### src/rtl/fetch_route.sv
module fetch_route #(
  parameter int ADDR_W     = 16,
  parameter int IROM_AW    = 12,
  parameter int DATA_W     = 8,
  parameter int N_VEC      = 6,
  parameter int VEC_BASE   = 3,
  parameter int VEC_STRIDE = 8
) (
  input  logic              clk,
  input  logic              rst_n,
  input  logic              ext_strap_i,
  input  logic              fetch_req_i,
  input  logic [ADDR_W-1:0] fetch_addr_i,
  output logic              busy_o,
  output logic              data_valid_o,
  output logic [DATA_W-1:0] data_o,
  output logic              src_ext_o,
  output logic              irom_req_o,
  output logic [IROM_AW-1:0] irom_addr_o,
  input  logic [DATA_W-1:0] irom_data_i,
  output logic              xmem_req_o,
  output logic [ADDR_W-1:0] xmem_addr_o,
  input  logic              xmem_ready_i,
  input  logic [DATA_W-1:0] xmem_data_i,
  input  logic              irq_take_i,
  input  logic [N_VEC-1:0]  irq_src_i,
  output logic              pc_load_o,
  output logic [ADDR_W-1:0] pc_load_addr_o,
  output logic              irq_err_o
);

  logic              strap_q, int_pend_q, ext_pend_q, boot_q, vec_vld_q, err_q;
  logic [ADDR_W-1:0] xaddr_q, vec_q, vec_addr;
  logic              accept, hit_int, src_one, ext_done;

  assign hit_int    = strap_q && (fetch_addr_i[ADDR_W-1:IROM_AW] == '0);
  assign accept     = fetch_req_i && !ext_pend_q;
  assign irom_req_o = accept && hit_int;
  assign irom_addr_o = fetch_addr_i[IROM_AW-1:0];
  assign src_one    = $onehot(irq_src_i);
  assign ext_done   = ext_pend_q && xmem_ready_i;

  always_comb begin
    vec_addr = '0;
    for (int i = 0; i < N_VEC; i++)
      if (irq_src_i[i]) vec_addr = ADDR_W'(VEC_BASE + VEC_STRIDE * i);
  end

  always_ff @(posedge clk) begin
    if (!rst_n) strap_q <= ext_strap_i;
  end

  always_ff @(posedge clk) begin
    if (!rst_n) begin
      int_pend_q <= 1'b0;
      ext_pend_q <= 1'b0;
      xaddr_q    <= '0;
      boot_q     <= 1'b1;
      vec_vld_q  <= 1'b0;
      err_q      <= 1'b0;
      vec_q      <= '0;
    end else begin
      int_pend_q <= irom_req_o;
      if (accept && !hit_int) begin
        ext_pend_q <= 1'b1;
        xaddr_q    <= fetch_addr_i;
      end else if (xmem_ready_i) begin
        ext_pend_q <= 1'b0;
      end
      boot_q    <= 1'b0;
      vec_vld_q <= irq_take_i && src_one;
      err_q     <= irq_take_i && !src_one;
      if (irq_take_i && src_one) vec_q <= vec_addr;
    end
  end

  assign busy_o         = ext_pend_q;
  assign xmem_req_o     = ext_pend_q;
  assign xmem_addr_o    = xaddr_q;
  assign data_valid_o   = int_pend_q || ext_done;
  assign data_o         = ext_done ? xmem_data_i : irom_data_i;
  assign src_ext_o      = ext_done;
  assign pc_load_o      = boot_q || vec_vld_q;
  assign pc_load_addr_o = boot_q ? '0 : vec_q;
  assign irq_err_o      = err_q;


  int_ret_chk: assert property (@(posedge clk) disable iff (!rst_n)
    irom_req_o |=> data_valid_o && !src_ext_o);

  ext_hold_chk: assert property (@(posedge clk) disable iff (!rst_n)
    xmem_req_o && !xmem_ready_i |=> xmem_req_o && $stable(xmem_addr_o));

  ext_drop_chk: assert property (@(posedge clk) disable iff (!rst_n)
    xmem_req_o && xmem_ready_i |=> !xmem_req_o);

  busy_ignore_chk: assert property (@(posedge clk) disable iff (!rst_n)
    busy_o |-> !irom_req_o);

  vec_load_chk: assert property (@(posedge clk) disable iff (!rst_n)
    irq_take_i && $onehot(irq_src_i) |=> pc_load_o && !irq_err_o);

  vec_err_chk: assert property (@(posedge clk) disable iff (!rst_n)
    irq_take_i && !$onehot(irq_src_i) |=> irq_err_o && !pc_load_o);

  err_quiet_chk: assert property (@(posedge clk) disable iff (!rst_n)
    !irq_take_i |=> !irq_err_o);

endmodule

### config.mk
export PLATFORM = sky130hd
export DESIGN_NAME = fetch_route
export DESIGN_NICKNAME = d
export VERILOG_FILES = /design/src/rtl/fetch_route.sv
export SDC_FILE = /design/constraint.sdc
export NUM_CORES = 1
export LEC_CHECK = 0
export BUFFER_PORTS_ARGS = -buffer_cell sky130_fd_sc_hd__buf_2
export CELL_PAD_IN_SITES_DETAIL_PLACEMENT = 1
export CELL_PAD_IN_SITES_GLOBAL_PLACEMENT = 1
export CORE_MARGIN = 3
export CORE_UTILIZATION = 32
export CTS_BUF_LIST = sky130_fd_sc_hd__clkbuf_16
export CTS_CLUSTER_DIAMETER = 30
export CTS_CLUSTER_SIZE = 8
export DETAILED_ROUTE_END_ITERATION = 16
export HOLD_SLACK_MARGIN = 0.03
export PLACE_DENSITY_LB_ADDON = 0.05
export SETUP_SLACK_MARGIN = 0.1
export SYNTH_ARGS = -nofsm -noshare
export SYNTH_HDL_FRONTEND = slang
export SYNTH_SLANG_ARGS = --single-unit
### constraint.sdc
create_clock -name clk -period 5.55 [get_ports clk]
set_clock_uncertainty 0.15 [all_clocks]
set_input_delay 0.2775 -clock clk [delete_from_list [all_inputs] [get_ports clk]]
set_output_delay 0.2775 -clock clk [all_outputs]
set_load 0.01 [all_outputs]
==> impl_metrics.env <==
export IMPL_max_freq_ghz=0.301
export IMPL_yosysWarnings=0
export IMPL_min_period_over_period_pct=59.9
export IMPL_hold_class="primary input to register"
export IMPL_slew_headroom_pct=27.2
export IMPL_grt_overflow=0
export IMPL_whs_ns=0.0433
export IMPL_critPathLaunchType="primary input"
export IMPL_arrival_ns=3.36
export IMPL_drt_antenna_violating_nets=0
export IMPL_rows=25
export IMPL_grt_usage_pct=14.7
export IMPL_grt_pass1_vias=1478
export IMPL_crit_chain="buf_2 -> inv_1 -> fa_1 -> fa_1 -> inv_1 -> ha_1 -> fa_1 -> nor4bb_1 -> o211ai_1 -> a21oi_1"
export IMPL_fin_setup_tns_ns=0
export IMPL_final_util_pct=41.8
export IMPL_die_width_um=77.3
export IMPL_post_cts_resized=0
export IMPL_tightest_slew_ns=1.08
export IMPL_synth_edf_count=1
export IMPL_worstPathRequired_ns=5.59
export IMPL_cpPeakStageDelay_ns=0.92
export IMPL_synth_top_family_by_area="compound AO/OA/AOI/OAI gates"
export IMPL_route_detailed_drc=0
export IMPL_cts_setup_buffers=0
export IMPL_path_clk_slew_ns=0.06
export IMPL_hpwlAfterDp_um=3260
export IMPL_wire_per_inst_um=14.1
export IMPL_avgViaCountPerCell=4.74
export IMPL_cts_sinks=26
export IMPL_die_h_um=77.3
export IMPL_synth_xor_area_share_pct=0
export IMPL_h_tree_depth=1
export IMPL_antennaDiodeCount=0
export IMPL_synthAdderAreaFrac_pct=5.23
export IMPL_cts_tree="yes"
export IMPL_synth_simple_area_share_pct=15.0
export IMPL_core_um2=4820
export IMPL_finalWirelength_um=4410
export IMPL_hold_buffers=0
export IMPL_synth_yosys_seq_area_share_pct=32.6
export IMPL_first_iter_violations=35
export IMPL_first_pass_iters=4
export IMPL_syn_to_final_growth_pct=23.8
export IMPL_hold_violations=0
export IMPL_cts_buffer_depth=2
export IMPL_max_vdd_ir_drop_mv=0.151
export IMPL_power_leakage_nw=0.977
export IMPL_maxCapViolCount=0
export IMPL_synth_compound_area_share_pct=22.1
export IMPL_start_util_pct=33.8
export IMPL_portBuffers=91
export IMPL_slew_violations=0
export IMPL_cp_end_kind="register"
export IMPL_num_vias=1485
export IMPL_synth_area_um2=1630
export IMPL_yosysUniqueCellTypes=39
export IMPL_muxShareOfSynthArea_pct=5.54
export IMPL_synth_cells=181
export IMPL_min_period_ns=3.33
export IMPL_grt_max_degree=47
export IMPL_ys_ff_latch=26
export IMPL_critPathKind="primary input to register"
export IMPL_grt_pass1_wl_um=7380
export IMPL_ys_flop_type="dfxtp_1"
export IMPL_antenna_found_initial=0
export IMPL_gp_congestion=0.708
export IMPL_clk_latency_ns=0.25
export IMPL_ios=103
export IMPL_synth_avg_cell_area_um2=8.99
export IMPL_cp_max_fo=9
export IMPL_fillers=621
export IMPL_slowest_stage="nor4bb_1"
export IMPL_clockRootBuffer="clkbuf_16"
export IMPL_power_density_nw_per_um2=245
export IMPL_finalSetupViolCount=0
export IMPL_async_reset_ff_share_pct=0
export IMPL_path_common_cell="fa_1"
export IMPL_cts_buffers=3
export IMPL_die_area_um2=5970
export IMPL_status="completed"
export IMPL_layout_drive_gt1_share_pct=44.7
export IMPL_rsz0062_at_grt="no"
export IMPL_layout_nets=296
[power by group]
group	total, mW	internal, mW	switching (mW)
registers	0.211	0.202	0.00852
clock network	0.159	0.0963	0.0627
logic	0.124	0.0536	0.0703
[final cells by class]
class,instances,area [um^2],share of cell area (%)
clock buffers,3,75.1,3.73
clock inverters,1,3.75,0.186
repair buffers,92,463,23.0
flip-flops and latches,26,531,26.4
well taps,67,83.8,4.16
multi-input cells,114,820,40.7
inverters,10,37.5,1.86
[state kept, by name, summed over array words and instances (netlist names)]
register	cells
boot_q	1
busy_o	1
int_pend_q	1
irq_err_o	1
strap_q	1
vec_q	4
vec_vld_q	1
xmem_addr_o	16
[synthesized netlist by cell type (4+ instances only)]
| cell | instances | area, um^2 |
|---|---|---|
| mux2_2 | 8 | 90.1 |
| nand2_1 | 14 | 52.6 |
| nor2_1 | 4 | 15.0 |
| buf_4 | 25 | 188 |
| buf_2 | 4 | 20.0 |
| nand2b_1 | 4 | 25.0 |
| nand3_1 | 12 | 60.1 |
| inv_1 | 10 | 37.5 |
| nor2b_1 | 6 | 37.5 |
| dfxtp_1 | 25 | 500 |
| clkbuf_1 | 6 | 22.5 |
| o311ai_1 | 11 | 96.3 |
| o2111ai_1 | 11 | 96.3 |
[metrics by stage]
step	cell area (um^2)	total power, mW	setup slack [ns]	cells
after global placement	1930	0.340	1.98	309
after detailed placement	1930	0.340	1.94	309
after floorplan	1660	0.304	2.64	191
after global routing	2010	0.526	1.88	313
after CTS	2010	0.505	2.21	313
final	2010	0.494	2.22	313
[critical path: cells and delay by family]
family	cells	cell delay, ns
adder cells (fa/ha/maj)	4	1.56
buffers and inverters	3	0.22
AO/OA/AOI/OAI	2	0.37
AND/OR/NAND/NOR	1	0.92
[cell usage in the layout, fill, tap and decap left out, drive strengths merged]
cell type and count:
nor4bb 1, nor4 2, nand3 12, o21ai 3, nand2 14, nor3 1, or3 1, o31ai 1
nor2b 6, or2 1, inv 10, ha 2, o2111ai 12, nand3b 1, mux2 8, dfxtp 25
conb 11, o311ai 12, buf 92, a21oi 2, clkinv 1, o311a 4, edfxtp 1, fa 3
and2 1, nor2 4, o211ai 1, a211oi 1, a31oi 2, a21o 4, clkbuf 3, nand2b 4
[final timing paths]
check	startpoint	endpoint	slack (ns)	depth (start not counted)
max	irq_src_i[1]	vec_q[4]	2.22	10
min	ext_strap_i	strap_q	0.04	1
max reg2reg	strap_q	xmem_addr_o[13]	3.45	3
min reg2reg	vec_q[4]	vec_q[4]	0.32	2
[routing by layer]
metal  global-route usage, %  share of wire, %  up-vias
met5                       0                 0        -
met4                    2.67              0.34        0
met3                    2.93               5.3        2
met2                    25.6                49       45
met1                    18.8                45      686
li1                        -                 -      752
[kinds of logic (layout without fill, tap and decap cells)]
family / Yosys count / after routing
multiplexers: 8 / 8
buffers and inverters: 51 / 106
other: 1 / 11
flip-flops: 26 / 26
AO/OA/AOI/OAI: 42 / 42
AND/OR/NAND/NOR: 48 / 48
adder cells (fa/ha/maj): 5 / 5
No activity file was read; power rests on OpenSTA's default activity.
